File: src/rtl/opcu_ctrl.sv
module opcu_ctrl #(
  parameter int DW   = 16,
  parameter int NSRC = 2
) (
  input  logic             clk,
  input  logic             rst,
  input  logic             issue,
  input  logic             op_add,
  input  logic             inv_a,
  input  logic             zero_a,
  input  logic [DW-1:0]    imm,
  input  logic             imm_vld,
  input  logic [NSRC-1:0]  rd_mask_n,
  input  logic [NSRC-1:0]  rd_go,
  input  logic [NSRC*DW-1:0] src,
  input  logic             wr_go,
  output logic             busy,
  output logic [NSRC-1:0]  rd_rel,
  output logic             wr_rel,
  output logic [DW-1:0]    result
);

  logic [NSRC-1:0] pend;
  logic [NSRC-1:0] need;
  logic [DW-1:0]   opnd [NSRC];
  logic            add_q, inv_q, done;
  logic            accept;
  logic [DW-1:0]   a_eff, sum, alu_out;

  assign accept = issue & ~busy;

  always_comb begin
    need    = rd_mask_n;
    need[0] = rd_mask_n[0] & ~zero_a;
    need[1] = rd_mask_n[1] & ~imm_vld;
  end

  always_ff @(posedge clk) begin
    if (rst) begin
      pend <= '0;
      for (int i = 0; i < NSRC; i++) opnd[i] <= '0;
    end else if (accept) begin
      pend <= need;
      for (int i = 0; i < NSRC; i++)
        opnd[i] <= (i == 1 && imm_vld) ? imm : '0;
    end else begin
      for (int i = 0; i < NSRC; i++)
        if (rd_go[i] && pend[i]) begin
          opnd[i] <= src[i*DW +: DW];
          pend[i] <= 1'b0;
        end
    end
  end

  assign a_eff = inv_q ? ~opnd[0] : opnd[0];

  always_comb begin
    sum = a_eff;
    for (int i = 1; i < NSRC; i++) sum = sum + opnd[i];
  end

  assign alu_out = add_q ? sum : a_eff;

  always_ff @(posedge clk) begin
    if (rst) begin
      busy   <= 1'b0;
      done   <= 1'b0;
      add_q  <= 1'b0;
      inv_q  <= 1'b0;
      result <= '0;
    end else begin
      if (accept) begin
        busy  <= 1'b1;
        add_q <= op_add;
        inv_q <= inv_a;
      end
      if (busy && !done && pend == '0) begin
        result <= alu_out;
        done   <= 1'b1;
      end
      if (done && wr_go) begin
        busy <= 1'b0;
        done <= 1'b0;
      end
    end
  end

  assign rd_rel = pend;
  assign wr_rel = done;

endmodule


File: config.mk
export PLATFORM = sky130hd
export DESIGN_NAME = opcu_ctrl
export DESIGN_NICKNAME = d
export VERILOG_FILES = /design/src/rtl/opcu_ctrl.sv
export SDC_FILE = /design/constraint.sdc
export NUM_CORES = 1
export LEC_CHECK = 0
export ABC_AREA = 1
export BUFFER_PORTS_ARGS = -buffer_cell sky130_fd_sc_hd__buf_2
export CORE_MARGIN = 4
export CORE_UTILIZATION = 54
export DETAILED_ROUTE_END_ITERATION = 10
export PLACE_DENSITY = 0.8
export SLEW_MARGIN = 15
export SYNTH_ARGS = -nofsm -noshare
export SYNTH_HDL_FRONTEND = slang
export SYNTH_SLANG_ARGS = --single-unit
export TNS_END_PERCENT = 30
File: constraint.sdc
create_clock -name clk -period 2.4 [get_ports clk]
set_input_delay 0.12 -clock clk [delete_from_list [all_inputs] [get_ports clk]]
set_output_delay 0.12 -clock clk [all_outputs]
set_load 0.05 [all_outputs]
# --- Word-level counts from Yosys, hierarchy flattened ---
# Memory sizes are Yosys's and may differ from the RTL's.
# Cells that the tools add are included.
word_totals:
  reg_bits: 22
  ramBits: 32
  output_inout_bits: 20
  memories: 1
memory_table:
  columns: ["name", "words", "width", "rd", "rd_clocked_by_memory_dff", "wr", "line_no", "source"]
  rows:
  - ["opnd", 2, 16, 2, 0, 2, "25", "logic [DW-1:0] opnd [NSRC];"]
classes:
  n_addsub: 1
  muxes: 23
  n_bitwise: 11
  n_reduce_logical: 10
op_table:
  columns: ["cell", "count"]
  rows:
  - ["$mux W16", 7]
  - ["$add A16 B16 Y16", 1]
  - ["$not A16 Y16", 1]
  - ["$mux W1", 15]
  - ["$logic_and A1 B1 Y1", 5]
  - ["$or A1 B1 Y1", 4]
  - ["$reduce_bool A2 Y1", 2]
  - ["$and A1 B1 Y1", 3]
  - ["$not A1 Y1", 3]
  - ["$logic_not A2 Y1", 1]
  - ["$mux W2", 1]
  - ["$reduce_or A2 Y1", 1]
  - ["$logic_not A1 Y1", 1]

# --- Longest topological paths before layout ---
logic_depth:
  depth_word: 7
  mapped_depth: 15

# --- Worst setup path before layout ---
# Ideal clock, no wire load.
synth_path:
  kind: "reg-to-reg"
  startpoint: "register inv_q"
  endpoint: "register result[12]"
  t_arrival_ns: 2.019
  required_ns: 2.330
  path_slack_ns: 0.312
  stages_incl_launch_ff: 16
  n_path_buf: 2
  synth_period_minus_slack_ns: 2.088
  cell_sequence: "dfxtp_1 buf_4 buf_6 xor2_1 ha_1 inv_1 fa_1 inv_1 nand3_1 nand3_1 nand3_1 nand3_1 nand2_1 nand3_1 nand2_1 a21oi_1"
synth_via:
  elab_chain_cells: 3
synth_lines:
  columns: ["element", "line_no", "source"]
  rows:
  - ["start: declaration", "26", "logic add_q, inv_q, done;"]
  - ["start signal: assignment", "75", "inv_q <= inv_a;"]
  - ["$mux W16 (*)", "55", "assign a_eff = inv_q ? ~opnd[0] : opnd[0];"]
  - ["$add A16 B16 Y16", "59", "for (int i = 1; i < NSRC; i++) sum = sum + opnd[i];"]
  - ["$mux W16 (*)", "62", "assign alu_out = add_q ? sum : a_eff;"]
  - ["end signal: assignment", "78", "result <= alu_out;"]
  - ["end: declaration", "20", "output logic [DW-1:0] result"]
# Every way passes the cells marked *; elsewhere a longest branch is shown, timed or not.
# A chain may end at the register's enable or synchronous reset.

# --- Worst setup path after layout ---
layout_path:
  startpoint: "register inv_q"
  endpoint: "register result[13]"
# The elaborated chain is that of the path after synthesis.

==> impl_metrics.ini <==
[pwr]
p_per_area_nw_per_um2 = 608
p_seq_frac = 0.448
sw_frac_of_total = 0.340
p_leak_nw = 2.20
power_frac_clock = 0.253
p_comb_frac = 0.298
ir_drop_uv = 334
p_switching_w = 0.000832
internal_power_w = 0.00161

[synthesis]
yosysWarnings = 0
ys_seq_area_frac = 0.406
synthCells = 459
synth_edf_count = 32
synth.most_common_cell = nand2_1
synth-seq-cells = 54
synth_area_um2 = 3450
ys.flop_type = edfxtp_1
synth_common_cells = nand2_1, inv_1, nand3_1
synth_area_leader_cell = edfxtp_1
async_reset_ff_frac = 0
synth.distinct_cells = 31
netlist_top_cells_area = edfxtp_1, nand2_1, dfxtp_1
postSynthAreaPerCell_um2 = 7.51
syn-num-nets = 537
yosysTopAreaCellShare = 0.279

[setup_path]
cp-endpoint = result[13]
reg2reg_depth = 13
crit_top_cell = nand2_1
arrival_ps = 2360
crit_required_ps = 2600
crit_start = inv_q
critical_path.max_stage_delay_ps = 430
critPathLaunchType = register
critPathSlowestCell = dfxtp_2
crit_type = reg2reg
cp_cell_sequence = buf_12 -> xor2_1 -> ha_1 -> nand2_1 -> inv_1 -> nand2_1 -> nand2_1 -> a21oi_1 -> nand2_1 -> nand2_1 -> nand3_1 -> nand2_1 -> a21oi_2
crit_fanout = 14
r2r_start = inv_q
rr_endpoint = result[13]
endpoint_kind = register
reg2reg_setup_slack_ps = 240

[routing]
vias = 3107
firstDrtPassIters = 6
vias_per_cell = 5.08
drt.antenna.violating_nets = 0
wl_per_cell_um = 13.0
drc = 0
wl_mm = 7.95
dr.first_iter.drc_count = 156

[sta]
setup_viol = 0
clock-skew-final_ps = 10.4
rsz0062_at_grt = false
relSlewSlack = 0.511
tns_ps = 0
finalCriticalPeriod_ps = 2160
tightestPinTransition_ps = 732
hold_viol = 0
period_share = 0.902
finalMaxSlewViolations = 0
timing.fmax_mhz = 462

[place]
place_congestion = 0.848
dpl.hpwl_mm = 6.35
port_buffers = 79
placed_cell_area_um2 = 3890

[cts]
path_clk_slew_ps = 110
cts_buffers = 5
clkSinkCount = 54
cts_tree = built
clockBufferDepth = 2
clk_latency_ps = 310
htree_levels = 2
cts_root_buf = clkbuf_8

[hold_path]
hp-class = in2reg

[die]
chipHeight_um = 87.9
start_util = 0.569
rows = 28
die-area_um2 = 7730
coreArea_um2 = 6060
ioPinCount = 80
die_x_um = 87.9

[run_status]
status = completed

[global_routing]
antenna_found_initial = 0
track_usage = 0.218
grt_pass1_vias = 2939
grt_max_degree = 26
grt_overflow_total = 0
grt_pass1_wl_mm = 13.3

[final_layout]
drive_above_1_share = 0.192
area_growth_pct = 16.4
fin_nets = 614
stdcell_area_um2 = 4020
fillers = 538
diodes = 0

[job]
drv_cap = 0
-- registers in the layout, indices dropped and copies added (netlist names) --
register and count:
add_q 1, wr_rel 1, result 16, inv_q 1, busy 1, rd_rel 2, opnd 32
-- cells by family (layout without fill, tap and decap cells) --
kind of cell               count (synthesis)  after routing  synth area share
buffers and inverters                     89            167             0.110
adders and majority gates                 18             18            0.0675
DFF                                       54             54             0.406
and+or+nand+nor                          232            232             0.284
AOI/OAI and AO/OA                         43             43            0.0737
xor gates and xnor gates                  23             23            0.0584
-- layer usage --
metal / vias up / routed length, um / part of all wire / GRT usage
met5: - / 0 / 0 / 0
met4: 0 / 87 / 0.011 / 0.0586
met3: 7 / 526 / 0.066 / 0.0282
met2: 109 / 3660 / 0.46 / 0.346
met1: 1381 / 3670 / 0.46 / 0.313
li1: 1610 / - / - / -
-- cells in the final DEF (no fill, tap or decap), types with 5 or more instances in the layout --
cell type	n
o21ai_0	12
buf_2	79
nor2_1	35
edfxtp_1	32
inv_1	70
nand2_1	132
nand3_1	55
dfxtp_1	21
a21oi_1	19
ha_1	17
clkbuf_8	5
xor2_1	18
-- metrics by stage --
stage	hold slack, ps	setup WS, ps	utilization	cells	total power [W]
floorplan	223	312	-	459	0.00165
global placement	324	187	0.641	603	0.00182
detailed placement	314	143	0.641	603	0.00184
CTS	36.5	126	0.661	612	0.00245
global route	27.3	22.7	0.662	612	0.00259
finish	36.8	235	0.662	612	0.00244
-- power groups by stage --
stage,sequential (W),combinational (W),clock (W)
2_1_floorplan,0.00121,0.000433,0
3_3_place_gp,0.00111,0.000710,0
3_5_place_dp,0.00112,0.000722,0
4_1_cts,0.00110,0.000728,0.000628
5_1_grt,0.00110,0.000815,0.000673
6_report,0.00110,0.000729,0.000619
-- critical path, delay by kind of cell (launching register included) --
kind | cells | cell delay [ps]
AOI/OAI and AO/OA | 2 | 240
xor gates and xnor gates | 1 | 260
adders and majority gates | 1 | 360
buffers and inverters | 2 | 230
DFF | 1 | 430
and+or+nand+nor | 7 | 540
-- layout make-up --
| type | count | area [um^2] | area share |
|---|---|---|---|
| repair buffers | 85 | 455 | 0.113 |
| inverters | 74 | 278 | 0.0692 |
| clock buffers | 6 | 72.6 | 0.0181 |
| multi-input cells | 316 | 1680 | 0.417 |
| flip-flops and latches | 54 | 1400 | 0.349 |
| well taps | 75 | 93.8 | 0.0234 |
| clock inverters | 2 | 37.5 | 0.00935 |
-- worst min-delay path by stage --
| stage | startpoint | end | slack [ps] | depth (start not counted) |
|---|---|---|---|---|
| 2_1_floorplan | op_add | add_q | 220 | 2 |
| 3_3_place_gp | op_add | add_q | 320 | 3 |
| 3_5_place_dp | op_add | add_q | 310 | 3 |
| 4_1_cts | inv_a | inv_q | 40 | 2 |
| 5_1_grt | inv_a | inv_q | 30 | 2 |
| 6_report | inv_a | inv_q | 40 | 2 |
-- timing repair --
item                                   4_1_cts  5_1_grt
resized for setup                            0        2
endpoints found under the hold margin        1        0
hold buffers                                 1        0
setup endpoints to repair                    0        5
setup buffers                                0        0
Note: power is estimated with default switching activity, not from simulation.
